`src/rtl/voice_route_pkg.sv`:
```
package voice_route_pkg;
  localparam int MODE_W  = 3;
  localparam int N_PORTS = 4;
  localparam int SEL_W   = $clog2(N_PORTS);

  // source index: 0 b1_dn, 1 b2_dn, 2 tx0, 3 tx1
  // sink index:   0 b1_up, 1 b2_up, 2 rx0, 3 rx1
  typedef enum logic [MODE_W-1:0] {
    M_NORMAL = 3'b000,
    M_LOOP2  = 3'b001,
    M_LOOP1  = 3'b010,
    M_LOOP12 = 3'b011,
    M_DUPLEX = 3'b100,
    M_RSV5   = 3'b101,
    M_RSV6   = 3'b110,
    M_SWAP   = 3'b111
  } mode_e;

  typedef logic [N_PORTS-1:0][SEL_W-1:0] sel_map_t;

  // entries listed sink3..sink0
  function automatic sel_map_t mode_map(input logic [MODE_W-1:0] m);
    case (m)
      M_LOOP2:  return {2'd3, 2'd0, 2'd1, 2'd2};
      M_LOOP1:  return {2'd1, 2'd2, 2'd3, 2'd0};
      M_LOOP12: return {2'd3, 2'd2, 2'd1, 2'd0};
      M_DUPLEX: return {2'd2, 2'd3, 2'd0, 2'd1};
      M_SWAP:   return {2'd0, 2'd1, 2'd2, 2'd3};
      default:  return {2'd1, 2'd0, 2'd3, 2'd2}; // normal and unused codes
    endcase
  endfunction
endpackage

```
`src/rtl/vr_mode_reg.sv`:
```
module vr_mode_reg
  import voice_route_pkg::*;
(
  input  logic              clk_i,
  input  logic              rst_ni,
  input  logic              wr_en_i,
  input  logic [MODE_W-1:0] wr_data_i,
  output logic [MODE_W-1:0] mode_o
);
  always_ff @(posedge clk_i or negedge rst_ni) begin
    if (!rst_ni)      mode_o <= M_NORMAL;
    else if (wr_en_i) mode_o <= wr_data_i;
  end

  a_r2_readback: assert property (@(posedge clk_i) disable iff (!rst_ni)
    wr_en_i |=> mode_o == $past(wr_data_i));
endmodule

```
`src/rtl/vr_xconnect.sv`:
```
module vr_xconnect
  import voice_route_pkg::*;
#(
  parameter int SAMPLE_W = 8
) (
  input  logic [MODE_W-1:0]                mode_i,
  input  logic [N_PORTS-1:0][SAMPLE_W-1:0] src_i,
  output logic [N_PORTS-1:0][SAMPLE_W-1:0] snk_o
);
  sel_map_t sel;
  assign sel = mode_map(mode_i);

  for (genvar k = 0; k < N_PORTS; k++) begin : g_sink
    assign snk_o[k] = src_i[sel[k]];
  end
endmodule

```
`src/rtl/vr_frame_reg.sv`:
```
module vr_frame_reg
  import voice_route_pkg::*;
#(
  parameter int SAMPLE_W = 8
) (
  input  logic                             clk_i,
  input  logic                             rst_ni,
  input  logic                             frame_i,
  input  logic [N_PORTS-1:0][SAMPLE_W-1:0] d_i,
  output logic [N_PORTS-1:0][SAMPLE_W-1:0] q_o
);
  always_ff @(posedge clk_i or negedge rst_ni) begin
    if (!rst_ni)      q_o <= '0;
    else if (frame_i) q_o <= d_i;
  end

  a_r3_hold: assert property (@(posedge clk_i) disable iff (!rst_ni)
    !frame_i |=> $stable(q_o));
endmodule

```
`src/rtl/voice_loop_router.sv`:
```
module voice_loop_router
  import voice_route_pkg::*;
#(
  parameter int SAMPLE_W = 8
) (
  input  logic                clk_i,
  input  logic                rst_ni,
  input  logic                wr_en_i,
  input  logic [MODE_W-1:0]   wr_data_i,
  output logic [MODE_W-1:0]   mode_rd_o,
  input  logic                frame_i,
  input  logic [SAMPLE_W-1:0] b1_dn_i,
  input  logic [SAMPLE_W-1:0] b2_dn_i,
  input  logic [SAMPLE_W-1:0] tx0_i,
  input  logic [SAMPLE_W-1:0] tx1_i,
  output logic [SAMPLE_W-1:0] b1_up_o,
  output logic [SAMPLE_W-1:0] b2_up_o,
  output logic [SAMPLE_W-1:0] rx0_o,
  output logic [SAMPLE_W-1:0] rx1_o
);
  logic [MODE_W-1:0]                mode_q;
  logic [N_PORTS-1:0][SAMPLE_W-1:0] src, routed, out_q;

  assign src = {tx1_i, tx0_i, b2_dn_i, b1_dn_i};

  vr_mode_reg i_mode (
    .clk_i, .rst_ni, .wr_en_i, .wr_data_i, .mode_o(mode_q)
  );

  vr_xconnect #(.SAMPLE_W(SAMPLE_W)) i_xc (
    .mode_i(mode_q), .src_i(src), .snk_o(routed)
  );

  vr_frame_reg #(.SAMPLE_W(SAMPLE_W)) i_out (
    .clk_i, .rst_ni, .frame_i, .d_i(routed), .q_o(out_q)
  );

  assign mode_rd_o = mode_q;
  assign b1_up_o   = out_q[0];
  assign b2_up_o   = out_q[1];
  assign rx0_o     = out_q[2];
  assign rx1_o     = out_q[3];

  // normal and unused codes
  a_r5_normal: assert property (@(posedge clk_i) disable iff (!rst_ni)
    frame_i && mode_rd_o inside {3'b000, 3'b101, 3'b110} |=>
      b1_up_o == $past(tx0_i) && b2_up_o == $past(tx1_i) &&
      rx0_o == $past(b1_dn_i) && rx1_o == $past(b2_dn_i));
  a_r6_loop2: assert property (@(posedge clk_i) disable iff (!rst_ni)
    frame_i && mode_rd_o == 3'b001 |=>
      b2_up_o == $past(b2_dn_i) && rx1_o == $past(tx1_i));
  a_r7_loop1: assert property (@(posedge clk_i) disable iff (!rst_ni)
    frame_i && mode_rd_o == 3'b010 |=>
      b1_up_o == $past(b1_dn_i) && rx0_o == $past(tx0_i));
  a_r9_duplex: assert property (@(posedge clk_i) disable iff (!rst_ni)
    frame_i && mode_rd_o == 3'b100 |=>
      b1_up_o == $past(b2_dn_i) && b2_up_o == $past(b1_dn_i) &&
      rx0_o == $past(tx1_i) && rx1_o == $past(tx0_i));
  a_r10_swap: assert property (@(posedge clk_i) disable iff (!rst_ni)
    frame_i && mode_rd_o == 3'b111 |=>
      b1_up_o == $past(tx1_i) && b2_up_o == $past(tx0_i) &&
      rx0_o == $past(b2_dn_i) && rx1_o == $past(b1_dn_i));
endmodule

```
`config.mk`:
```
export PLATFORM = sky130hd
export DESIGN_NAME = voice_loop_router
export DESIGN_NICKNAME = d
export VERILOG_FILES = /design/src/rtl/voice_route_pkg.sv /design/src/rtl/vr_mode_reg.sv /design/src/rtl/vr_xconnect.sv /design/src/rtl/vr_frame_reg.sv /design/src/rtl/voice_loop_router.sv
export SDC_FILE = /design/constraint.sdc
export NUM_CORES = 1
export LEC_CHECK = 0
export ABC_AREA = 1
export BUFFER_PORTS_ARGS = -buffer_cell sky130_fd_sc_hd__buf_2
export CAP_MARGIN = 40
export CELL_PAD_IN_SITES_DETAIL_PLACEMENT = 0
export CELL_PAD_IN_SITES_GLOBAL_PLACEMENT = 2
export CORE_MARGIN = 2
export CORE_UTILIZATION = 30
export CTS_BUF_LIST = sky130_fd_sc_hd__clkbuf_8
export CTS_CLUSTER_DIAMETER = 120
export CTS_CLUSTER_SIZE = 28
export DETAILED_ROUTE_END_ITERATION = 10
export PLACE_DENSITY_LB_ADDON = 0.1
export SETUP_SLACK_MARGIN = 0.5
export SYNTH_ARGS = -nofsm -noshare
export SYNTH_HDL_FRONTEND = slang
export SYNTH_SLANG_ARGS = --single-unit
export TNS_END_PERCENT = 10
```
`constraint.sdc`:
```
create_clock -name clk_i -period 2.3 [get_ports clk_i]
set_input_delay 0.46 -clock clk_i [delete_from_list [all_inputs] [get_ports clk_i]]
set_output_delay 0.46 -clock clk_i [all_outputs]
set_load 0.02 [all_outputs]
```
After elaboration in Yosys (flattened, before gate mapping)
Cells that the tools add are included.
Word-level totals
  bits in registers: 35
  input port bits: 39
  output and inout bits: 35
  logic and storage cells: 23
Cells by class
  magnitude comparators: 4
  eq/ne operators: 5
  multiplexer cells: 9
Operators by type and width (count)
  binary-select mux 8 bit (select 2 bit): 4
  one-hot mux 8 bit (5 select lines): 1
  2-to-1 mux 8 bit: 4
  < comparator 2 x 3 -> 1 bit (second input constant): 4
  equality test 3 x 2 -> 1 bit (second input constant): 2
  equality test 3 bit (second input constant): 2
  equality test 3 x 1 -> 1 bit (second input constant): 1

Longest topological paths before layout
Gate-level depths: netlist of run 1.
  word-level depth: 4
  mapped depth: 8
  depth with buffers taken out: 8

Hierarchy
From an unflattened synthesis of run 1, not the netlist that was laid out.
Unflattened totals
  cell total of the unflattened synthesis: 367
  area total of the unflattened synthesis: 2436.1 um2
By module, submodules not included
  vr_frame_reg: instances 1, cells an instance 136, area each 1292.5 um2, sequential area each 800.8 um2
  vr_xconnect: instances 1, cells an instance 218, area each 1031.0 um2, sequential area each 0.0 um2
  vr_mode_reg: instances 1, cells an instance 13, area each 112.6 um2, sequential area each 75.1 um2

Least setup slack after synthesis of run 1
OpenSTA, ideal clock, no wires.
  path type: register to register
  start point: register i_mode.mode_o[2]
  end point: register i_out.q_o[11] (netlist bit)
  setup time: 118 ps
  arrival: 1322 ps
  required time: 2182 ps
  setup slack: 860 ps
  stages on the path, launching flop included: 8
  buffers on the path: 2
  clock period less this slack: 1440 ps
  cell sequence: dfrtp_1 > buf_4 > nor2_1 > a21oi_2 > buf_6 > nand3_1 > nand3_1 > nand2_1
Between the ends
  word-level cells in the longest chain between the ends: 4
  elaborated cells on any way between the ends: 8
  classes of those cells: 5 x eq/ne; 3 x mux
RTL lines
  from (decl): RTL line vr_mode_reg.sv:8  | output logic [MODE_W-1:0] mode_o
  from (signal assigned): RTL line vr_mode_reg.sv:12  | else if (wr_en_i) mode_o <= wr_data_i;
  equality test 3 bit (tied with other cells): RTL line voice_route_pkg.sv:23  | case (m)
  one-hot mux 8 bit (5 select lines) (*): RTL line voice_route_pkg.sv:23
  binary-select mux 8 bit (select 2 bit) (*): RTL line vr_xconnect.sv:14  | assign snk_o[k] = src_i[sel[k]];
  2-to-1 mux 8 bit (not written as such) (*): RTL line vr_xconnect.sv:14
  to (signal assigned): RTL line vr_frame_reg.sv:14  | else if (frame_i) q_o <= d_i;
  to (decl): RTL line vr_frame_reg.sv:10  | output logic [N_PORTS-1:0][SAMPLE_W-1:0] q_o
Every way passes the cells marked *; elsewhere a longest branch is shown, timed or not. The select of a mux whose other input is x is not followed.
A chain may end at the register's enable or synchronous reset.

Final worst setup path of run 1
  start point: register i_mode.mode_o[1]
  end point: register i_out.q_o[0] (netlist bit)
Same word-level chain as after synthesis.

==> summary.txt, run 1 <==
Global route
  – Initial antenna violation count: 0
  – Vias in the first global route: 2,180
  – GRT overflow: 0
  – Largest net degree at the start of global routing: 35
  – GRT Overall Usage: 0.172
  – First-pass GRT wire length: 11.2 mm

Route
  – Metal3 WL: 431 um
  – Drt pass-1 iters: 4
  – DRT antenna net count: 0
  – Via density: 4.80
  – Routed wl met2: 3.03 mm
  – Max layer used: met4
  – DRC viols: 0
  – Routed Wire Length: 6.78 mm
  – Iter 0 DRT Violations: 104
  – Average wire per standard cell: 14.1 um
  – Met1 WL: 3.25 mm
  – Via count: 2,302

Place
  – Placed cells: 472
  – Post-DP HPWL: 4.71 mm
  – Port Buffers: 73
  – Gpl congestion: 0.721

Finish
  – Fin cells: 480
  – Fillers: 830
  – Layout cells sized above 1: 0.255
  – Area Overhead vs Synth: 24.3%
  – FF/Latch Area: 877 sq um
  – Footprint of the multi-input gates: 0.00117 sq mm
  – Nets: 419
  – Antenna Cells: 0

STA
  – Slew Viols, Final: 0
  – Part of the cycle the worst path needs: 0.705
  – Endpoints failing hold: 0
  – Relative max-transition margin: 0.676
  – Skew final: 3.64 ps
  – Final setup TNS: 0 ps
  – Post-route minimum period: 1620 ps
  – Setup-failing EPs final: 0
  – Maximum clock rate: 617 MHz
  – Measured slew at the worst slew-check pin: 485 ps
  – RSZ-0062 raised after global routing: no

Clocking
  – H-tree Lvls: 2
  – TritonCTS buffer count: 5
  – Clk sinks: 35
  – Clock latency on the worst-skew pair: 290 ps
  – # hold bufs at CTS: 0
  – Clock Tree Buf Depth: 2
  – CTS tree: yes
  – Clk root buf: clkbuf_8
  – Reg clk slew, reported paths: 70 ps

Worst setup path
  – Crit-path max FO: 10
  – CP startpoint: i_mode.mode_o[1]
  – Worst reg-to-reg setup slack: 680 ps
  – R2R Path Start: i_mode.mode_o[1]
  – CP Launch Type: register
  – Worst r2r dst: i_out.q_o[0]
  – Setup crit end: i_out.q_o[0]
  – Critical Path RT: 2480 ps
  – CP Class: reg -> reg
  – CP Data Arrival Time: 1800 ps
  – Worst R2R Path Depth: 7
  – Critical Path Sink Type: register

Die
  – DIE WIDTH: 90.0 um
  – Core ar.: 0.00721 sq mm
  – Die height: 90.0 um
  – Initial core utilization: 0.307
  – Io pins: 74
  – Die area: 0.00809 sq mm
  – Num rows: 31

Yosys
  – Flop and latch count out of synthesis: 35
  – Syn nets: 353
  – Post-Syn Area: 0.00222 sq mm
  – Top cells by area, synth: dfrtp_1, nand3_1, nand2_1
  – Yosys cell types: 17
  – Largest area contributor in the netlist: dfrtp_1
  – Yosys warns: 0
  – Post-synthesis sequential area ratio: 0.395
  – Avg Inst Size Synth: 7.06 sq um
  – Top-area cell type share of the netlist area: 0.395
  – Post-Syn Instances: 314

Pwr
  – Peak supply drop: 0.253 mV
  – Leakage: 1.48 nW
  – Pwr dens: 752 mW/mm^2

Run
  – Max Cap Viol: 0

Min path
  – Worst min path class: in -> async

Status
  – Status: finished, final reports clean
[what timing repair did]
| action | 4_1_cts | 5_1_grt |
|---|---|---|
| resized for setup | 1 | 1 |
| endpoints found under the setup margin | 2 | 4 |
| buffers inserted | 0 | 0 |
[metrics by stage]
stage	total power, mW	hold slack (ps)	cell area, sq um	setup slack (ps)	utilization
floorplan	1.34	164	2220	860	-
global placement	1.59	457	2620	543	0.363
detailed placement	1.59	420	2650	506	0.367
CTS	2.12	102	2750	605	0.381
global route	2.24	103	2760	536	0.382
finish	2.07	94.8	2760	679	0.382
[layout make-up]
type / count / share of cell area
multi-input combinational: 247 / 0.426
sequential: 35 / 0.318
timing repair buffer: 80 / 0.159
tap: 99 / 0.0450
clock buffer: 7 / 0.0350
inverter: 11 / 0.0150
clock inverter: 1 / 0.00136
[critical path: stages (launching register included)]
cell	delay, ps
dfrtp_1	460
inv_1	180
nor2_1	70
a21oi_2	330
buf_4	250
nand3_1	90
nand3_1	90
nand2_1	50
[worst min path at each step]
stage	start	slack [ps]	to	cells after the start
final	rst_ni	90	i_out.q_o[2]	1
after global routing	rst_ni	100	i_out.q_o[2]	1
after CTS	rst_ni	100	i_out.q_o[2]	1
after detailed placement	rst_ni	420	i_out.q_o[2]	1
after global placement	i_out.q_o[4]	460	i_out.q_o[4]	2
after floorplan	rst_ni	160	i_mode.mode_o[0]	0
[logic make-up (layout without fill, tap and decap cells)]
kind of cell | Yosys count | in the layout | share of synthesized area
AO/OA/AOI/OAI | 6 | 6 | 0.0271
flip-flops | 35 | 35 | 0.395
multiplexers | 1 | 1 | 0.00508
buffers and inverters | 32 | 99 | 0.0790
AND/OR/NAND/NOR | 240 | 240 | 0.494
[cells in the final DEF (no fill, tap or decap)]
master | synthesis | final
o21ai_0 | 2 | 2
clkbuf_8 | 0 | 7
nand3_1 | 126 | 126
mux2_2 | 1 | 1
buf_4 | 5 | 6
inv_1 | 11 | 12
dfrtp_1 | 35 | 34
buf_2 | 5 | 73
nand3_4 | 1 | 1
nand2_8 | 0 | 1
o21ai_4 | 2 | 2
nor2_1 | 2 | 2
nand2_4 | 2 | 1
nand2_1 | 108 | 108
nor2_4 | 1 | 1
a21oi_2 | 2 | 2
dfrtp_2 | 0 | 1
buf_16 | 0 | 1
[cell usage after synthesis]
cell type,n
clkbuf_1,4
mux2_2,1
nand3_4,1
o21ai_4,2
nand2_1,108
nor2_4,1
inv_1,11
nand3_1,126
dfrtp_1,35
buf_1,3
nand2_4,2
a21oi_2,2
o21ai_0,2
buf_2,5
buf_6,4
buf_4,5
nor2_1,2
[power by group]
part / leakage [nW] / internal (mW) / switching [mW]
registers: 0.422 / 0.727 / 0.0734
clock network: 0.0557 / 0.269 / 0.232
logic: 1.00 / 0.266 / 0.504
[per-layer routing]
layer	vias to the layer above	track usage
met5	-	0
met4	0	0.0423
met3	6	0.0335
met2	75	0.260
met1	1042	0.254
li1	1179	-
[registers in the layout, summed over array words and instances, names as in the netlist]
register / cells
i_out.q_o: 32
i_mode.mode_o: 3
Power figures use the tool's default switching activity.
==> run 2: changes to the inputs <==
--- a/config.mk
+++ b/config.mk
@@ -11,7 +11,7 @@
 export CELL_PAD_IN_SITES_DETAIL_PLACEMENT = 0
 export CELL_PAD_IN_SITES_GLOBAL_PLACEMENT = 2
 export CORE_MARGIN = 2
-export CORE_UTILIZATION = 30
+export CORE_UTILIZATION = 28
 export CTS_BUF_LIST = sky130_fd_sc_hd__clkbuf_8
 export CTS_CLUSTER_DIAMETER = 120
 export CTS_CLUSTER_SIZE = 28
==> constraint.sdc (replaced) <==
create_clock -name clk_i -period 1.55 [get_ports clk_i]
set_input_delay 0.31 -clock clk_i [delete_from_list [all_inputs] [get_ports clk_i]]
set_output_delay 0.31 -clock clk_i [all_outputs]
set_load 0.02 [all_outputs]
==> run 2 against run 1 <==
Cell count up 4.8%. Cell area up 12%. Power is 56% higher. Highest routed layer unchanged.
==> summary.txt, run 2 (synthesis results as in run 1) <==
Route
  – DRT antenna net count: 0 (unchanged)
  – Via count: 2,422 (+5.2%)
  – Drt pass-1 iters: 4 (unchanged)
  – Iter 0 DRT Violations: 128 (+23%)
  – Via density: 4.82 (+0.40%)
  – Routed Wire Length: 7.47 mm (+10%)
  – Average wire per standard cell: 14.9 um (+5.2%)
  – DRC viols: 0 (unchanged)

Clocking
  – CTS tree: yes
  – TritonCTS buffer count: 5 (unchanged)
  – H-tree Lvls: 2 (unchanged)
  – Clock Tree Buf Depth: 2 (unchanged)
  – Clk sinks: 35 (unchanged)
  – Clk root buf: clkbuf_8
  – Clock latency on the worst-skew pair: 290 ps (about the same)
  – Reg clk slew, reported paths: 70 ps (about the same)

Worst setup path
  – Crit-path max FO: 10 (unchanged)
  – Cell Chain, Critical Path: buf_4 -> a21oi_4 -> buf_12 -> nand3_1 -> nand3_1 -> nand2_1
  – CP Data Arrival Time: 1600 ps (-200 ps)
  – Critical Path RT: 1720 ps (-760 ps)
  – CP Class: reg -> reg
  – Critical Path Sink Type: register
  – Worst reg-to-reg setup slack: 120 ps (-560 ps)
  – CP bufs+invs: 2 (unchanged)
  – Most used cell, CP: nand3_1
  – CP Launch Type: register
  – CP peak stage delay: 500 ps (+40 ps)
  – Largest delay share family, worst path: flip-flops
  – Slowest cell on crit path: dfrtp_2

STA
  – Part of the cycle the worst path needs: 0.923 (+0.218)
  – Final Worst Setup Slack: 120 ps (-559 ps)
  – Slew Viols, Final: 0 (unchanged)
  – Setup-failing EPs final: 0 (unchanged)
  – Relative max-transition margin: 0.753 (+0.0778)
  – Final setup TNS: 0 ps (unchanged)
  – Post-route minimum period: 1430 ps (-191 ps)
  – Worst hold margin: 229 ps (+134 ps)
  – Measured slew at the worst slew-check pin: 370 ps (-115 ps)
  – RSZ-0062 raised after global routing: yes
  – Endpoints failing hold: 0 (unchanged)
  – Skew final: 7.99 ps (+4.35 ps)
  – Maximum clock rate: 699 MHz (+13%)

Min path
  – Worst min path class: in -> reg

Die
  – Io pins: 74 (unchanged)
  – DIE WIDTH: 93.0 um (+3.4%)
  – Core ar.: 0.00769 sq mm (+6.6%)
  – Die height: 93.0 um (+3.4%)
  – Initial core utilization: 0.288 (-0.0189)
  – Die area: 0.00865 sq mm (+6.8%)
  – Num rows: 32 (+3.2%)

Status
  – Status: finished, final reports clean

Finish
  – Most frequent cells in the layout: nand3_1, nand2_1, buf_2
  – Fin cells: 503 (+4.8%)
  – Antenna Cells: 0 (unchanged)
  – Layout cells sized above 1: 0.337 (+0.0821)
  – Largest Register: i_out.q_o
  – Max reg flops: 32 (unchanged)
  – Largest regs: i_out.q_o: 32 flops, i_mode.mode_o: 3 flops
  – Area Overhead vs Synth: 39.7%
  – Commonest non-fill, non-tap cell in the layout: nand3_1
  – Nets: 439 (+4.8%)

Place
  – Gpl congestion: 0.826 (+15%)
  – DP Worst Slack: 61.9 ps (-444 ps)
  – Post-DP HPWL: 5.05 mm (+7.3%)
  – Port Buffers: 73 (unchanged)
  – Placed cells: 484 (+2.5%)

Global route
  – GRT Overall Usage: 0.175 (+0.00272)
  – Largest net degree at the start of global routing: 33 (-5.7%)
  – First-pass GRT wire length: 11.9 mm (+6.6%)
  – Vias in the first global route: 2,370 (+8.7%)
  – GRT overflow: 0 (unchanged)
  – Initial antenna violation count: 0 (unchanged)

Pwr
  – Pwr dens: 1040 mW/mm^2 (+38%)
  – Peak supply drop: 0.385 mV (+52%)
  – Leakage: 1.63 nW (+10%)

Run
  – Max Cap Viol: 0 (unchanged)
## run 2: area by class of cell
type	instances	area, sq um
timing repair buffer	99	707
clock inverter	3	12.5
sequential	35	880
multi-input combinational	248	1260
fill	855	4590
tap	102	128
clock buffer	5	68.8
inverter	11	41.3
## run 2: final timing paths
path	startpoint	end	depth (start not counted)
worst max-delay path	i_mode.mode_o[2]	i_out.q_o[8]	6
worst min-delay path	wr_data_i[1]	i_mode.mode_o[1]	3
worst max register to register	i_mode.mode_o[2]	i_out.q_o[8]	6
worst min register to register	i_out.q_o[22]	i_out.q_o[22]	2
max in group asynchronous	rst_ni	i_mode.mode_o[0]	3
min in group asynchronous	rst_ni	i_out.q_o[2]	2
## run 2: power breakdown
part / internal [mW] / leakage, nW / switching (mW) / total [mW]
logic: 0.552 / 1.16 / 0.833 / 1.38
registers: 1.08 / 0.420 / 0.107 / 1.19
clock network: 0.303 / 0.0505 / 0.349 / 0.652
total: 1.93 / 1.63 / 1.29 / 3.22
## run 2: timing repair
| action | CTS | global route |
|---|---|---|
| endpoints found under the hold margin | 11 | 0 |
| hold buffers | 1 | 0 |
| pin swaps | 2 | 11 |
| setup buffers | 5 | 3 |
| setup endpoints to repair | 67 | 67 |
| gates cloned | 0 | 2 |
| gates resized for setup | 4 | 25 |
## run 2: stage by stage
stage | cell area, sq um | util | power [mW]
after floorplan | 2250 | - | 2.01
final | 3100 | 0.403 | 3.22
after global placement | 2790 | 0.363 | 2.47
after global routing | 3100 | 0.403 | 3.48
after detailed placement | 2790 | 0.363 | 2.47
after CTS | 2940 | 0.382 | 3.18
## run 2: per-layer routing
metal	up-vias	share of wire	routed length [um]	GRT usage
met2	69	0.45	3370	0.271
met5	-	0	0	0
met4	0	0.013	100	0.0441
li1	1222	-	-	-
met1	1122	0.49	3660	0.252
met3	9	0.047	348	0.0338
## run 2: worst register-to-register path, delay by kind of cell (launching register included)
kind | cells | cell delay (ps)
flip-flops | 1 | 500
buffers and inverters | 2 | 350
AND/OR/NAND/NOR | 3 | 300
AO/OA/AOI/OAI | 1 | 180
==> run 3: changes to the inputs <==
--- a/config.mk
+++ b/config.mk
@@ -16,7 +16,7 @@
 export CTS_CLUSTER_DIAMETER = 120
 export CTS_CLUSTER_SIZE = 28
 export DETAILED_ROUTE_END_ITERATION = 10
-export PLACE_DENSITY_LB_ADDON = 0.1
+export PLACE_DENSITY = 0.87
 export SETUP_SLACK_MARGIN = 0.5
 export SYNTH_ARGS = -nofsm -noshare
 export SYNTH_HDL_FRONTEND = slang
==> run 3 against run 2 <==
Fmax down 0.85%. Global-route usage down 0.19 points. Clock-buffer cell count unchanged. The flow now finishes with violations (hold timing). Critical path type unchanged.
==> summary.txt, run 3 (synthesis results as in run 1) <==
Place
  – Gpl congestion: 0.749 (-9.3%)
  – Post-DP HPWL: 4.99 mm (-1.2%)
  – Placed Area: 0.00278 sq mm (-0.18%)
  – Placed cells: 485 (+0.21%)
  – DP Worst Slack: 87.5 ps (+25.5 ps)
  – Port Buffers: 73 (unchanged)

Route
  – Average wire per standard cell: 14.7 um (-1.2%)
  – DRC viols: 0 (unchanged)
  – DRT antenna net count: 0 (unchanged)
  – Routed Wire Length: 7.47 mm (about the same)
  – Via density: 4.84 (+0.58%)
  – Via count: 2,465 (+1.8%)
  – Iter 0 DRT Violations: 144 (+13%)
  – Drt pass-1 iters: 5 (+1)

Worst setup path
  – CP bufs+invs: 3 (+1)
  – CP Launch Type: register
  – Worst R2R Path Depth: 8 (+2)
  – Largest delay share family, worst path: flip-flops
  – Crit-path max FO: 8 (-2)
  – CP peak stage delay: 440 ps (-60 ps)
  – R2R Path Start: i_mode.mode_o[1]
  – Worst reg-to-reg setup slack: 110 ps (about the same)
  – Critical Path Sink Type: register
  – Critical Path RT: 1740 ps (+20 ps)
  – Cell Chain, Critical Path: buf_4 -> inv_4 -> nor2_1 -> a21oi_4 -> buf_4 -> nand3_1 -> nand3_1 -> nand2_1
  – CP Class: reg -> reg
  – Slowest cell on crit path: dfrtp_2
  – CP Data Arrival Time: 1640 ps (+40 ps)
  – Worst r2r dst: i_out.q_o[3]

Pwr
  – Sequential power share: 0.357 (-0.011)
  – Power Internal: 1.97 mW (+1.7%)
  – Leakage: 1.64 nW (+0.61%)
  – Share of total power in the clock network: 0.211 (+0.009)
  – Sw Ratio: 0.403 (+0.00370)
  – Peak supply drop: 0.417 mV (+8.2%)
  – Comb power frac: 0.431 (about the same)
  – Switching pwr: 1.33 mW (+3.3%)
  – Pwr dens: 1060 mW/mm^2 (+1.8%)
  – Total power: 3.30 mW (+2.4%)

STA
  – Post-route minimum period: 1440 ps (+12.3 ps)
  – Relative max-transition margin: 0.697 (-0.0563)
  – Maximum clock rate: 693 MHz (-0.85%)
  – Skew final: 8.39 ps (+0.397 ps)
  – Setup-failing EPs final: 0 (unchanged)
  – Worst hold margin: -49.6 ps (-279 ps)
  – Part of the cycle the worst path needs: 0.931 (+0.00795)
  – RSZ-0062 raised after global routing: yes
  – Endpoints failing hold: 16 (+16)
  – Final setup TNS: 0 ps (unchanged)
  – Slew Viols, Final: 0 (unchanged)
  – Final Worst Setup Slack: 107 ps (-12.3 ps)
  – Measured slew at the worst slew-check pin: 454 ps (+84.4 ps)

Global route
  – Initial antenna violation count: 0 (unchanged)
  – Largest net degree at the start of global routing: 33 (unchanged)
  – GRT overflow: 0 (unchanged)
  – GRT Overall Usage: 0.173 (-0.00187)
  – Vias in the first global route: 2,362 (-0.34%)
  – First-pass GRT wire length: 11.9 mm (-0.18%)

Finish
  – Max reg flops: 32 (unchanged)
  – Antenna Cells: 0 (unchanged)
  – Largest Register: i_out.q_o
  – Layout cells sized above 1: 0.317 (-0.0197)
  – Design Area, Final: 0.00312 sq mm (+0.61%)
  – Fin cells: 509 (+1.2%)
  – Nets: 445 (+1.4%)
  – Largest regs: i_out.q_o: 32 flops, i_mode.mode_o: 3 flops
  – Commonest non-fill, non-tap cell in the layout: nand3_1
  – Most frequent cells in the layout: nand3_1, nand2_1, buf_2
  – Area Overhead vs Synth: 40.5%
  – Final Util: 0.405 (+0.00244)

Clocking
  – H-tree Lvls: 2 (unchanged)
  – Clk sinks: 35 (unchanged)
  – TritonCTS buffer count: 5 (unchanged)
  – Clk root buf: clkbuf_8
  – CTS tree: yes
  – Clock Tree Buf Depth: 2 (unchanged)
  – Clock latency on the worst-skew pair: 290 ps (about the same)
  – Reg clk slew, reported paths: 80 ps (about the same)

Run
  – Max Cap Viol: 0 (unchanged)

Status
  – Status: complete, but fails checks
  – Failing checks: hold timing

Die
  – Die height: 93.0 um (unchanged)
  – Die area: 0.00865 sq mm (unchanged)
  – Num rows: 32 (unchanged)
  – Core ar.: 0.00769 sq mm (unchanged)
  – Initial core utilization: 0.288 (unchanged)
  – DIE WIDTH: 93.0 um (unchanged)
  – Io pins: 74 (unchanged)

Min path
  – Worst min path class: in -> async
run 3: changes by cell type in the layout (fill, tap and decap cells not counted), moves of 2 or more:
| cell | previous run | this run |
|---|---|---|
| nand2_1 | 99 | 108 |
| nand3_1 | 119 | 125 |
| buf_4 | 9 | 16 |
| nand2_2 | 9 | 0 |
| inv_2 | 2 | 0 |
| nand3_2 | 7 | 1 |
run 3: area by class of cell:
class,instances,area (sq um)
repair buffers,106,763
clock buffers,5,68.8
multi-input cells,247,1210
clock inverters,3,16.3
flip-flops and latches,35,880
inverters,11,48.8
fillers,850,4570
well taps,102,128
run 3: routing by layer:
metal  track usage  wire [um]  share of wire  vias up
li1              -          -              -     1237
met1         0.249       3480           0.47     1122
met2         0.274       3470           0.46       99
met3        0.0306        439          0.059        7
met4        0.0380         74         0.0099        0
met5             0          0              0        -
run 3: repair_timing:
action	4_1_cts	5_1_grt
pin swaps	8	0
endpoints found under the hold margin	16	16
resized for setup	16	5
cloned	1	1
setup buffers	11	3
setup endpoints to repair	67	67
run 3: worst max-delay path by stage:
stage / start / to / slack (ps) / cells past startpoint
final: i_mode.mode_o[1] / i_out.q_o[3] / 110 / 8
after floorplan: i_mode.mode_o[0] / i_out.q_o[0] / 200 / 8
after global routing: i_mode.mode_o[1] / i_out.q_o[8] / 40 / 8
after detailed placement: i_mode.mode_o[1] / i_out.q_o[28] / 90 / 8
after global placement: i_mode.mode_o[1] / i_out.q_o[22] / 140 / 8
after CTS: i_mode.mode_o[1] / i_out.q_o[26] / 160 / 9
run 3: power by group through the flow:
stage	Combinational [mW]	Clock (mW)	Sequential, mW
final	1.42	0.697	1.18
after global routing	1.56	0.751	1.20
after CTS	1.40	0.700	1.18
after detailed placement	1.26	0	1.20
after global placement	1.25	0	1.20
after floorplan	0.615	0	1.40
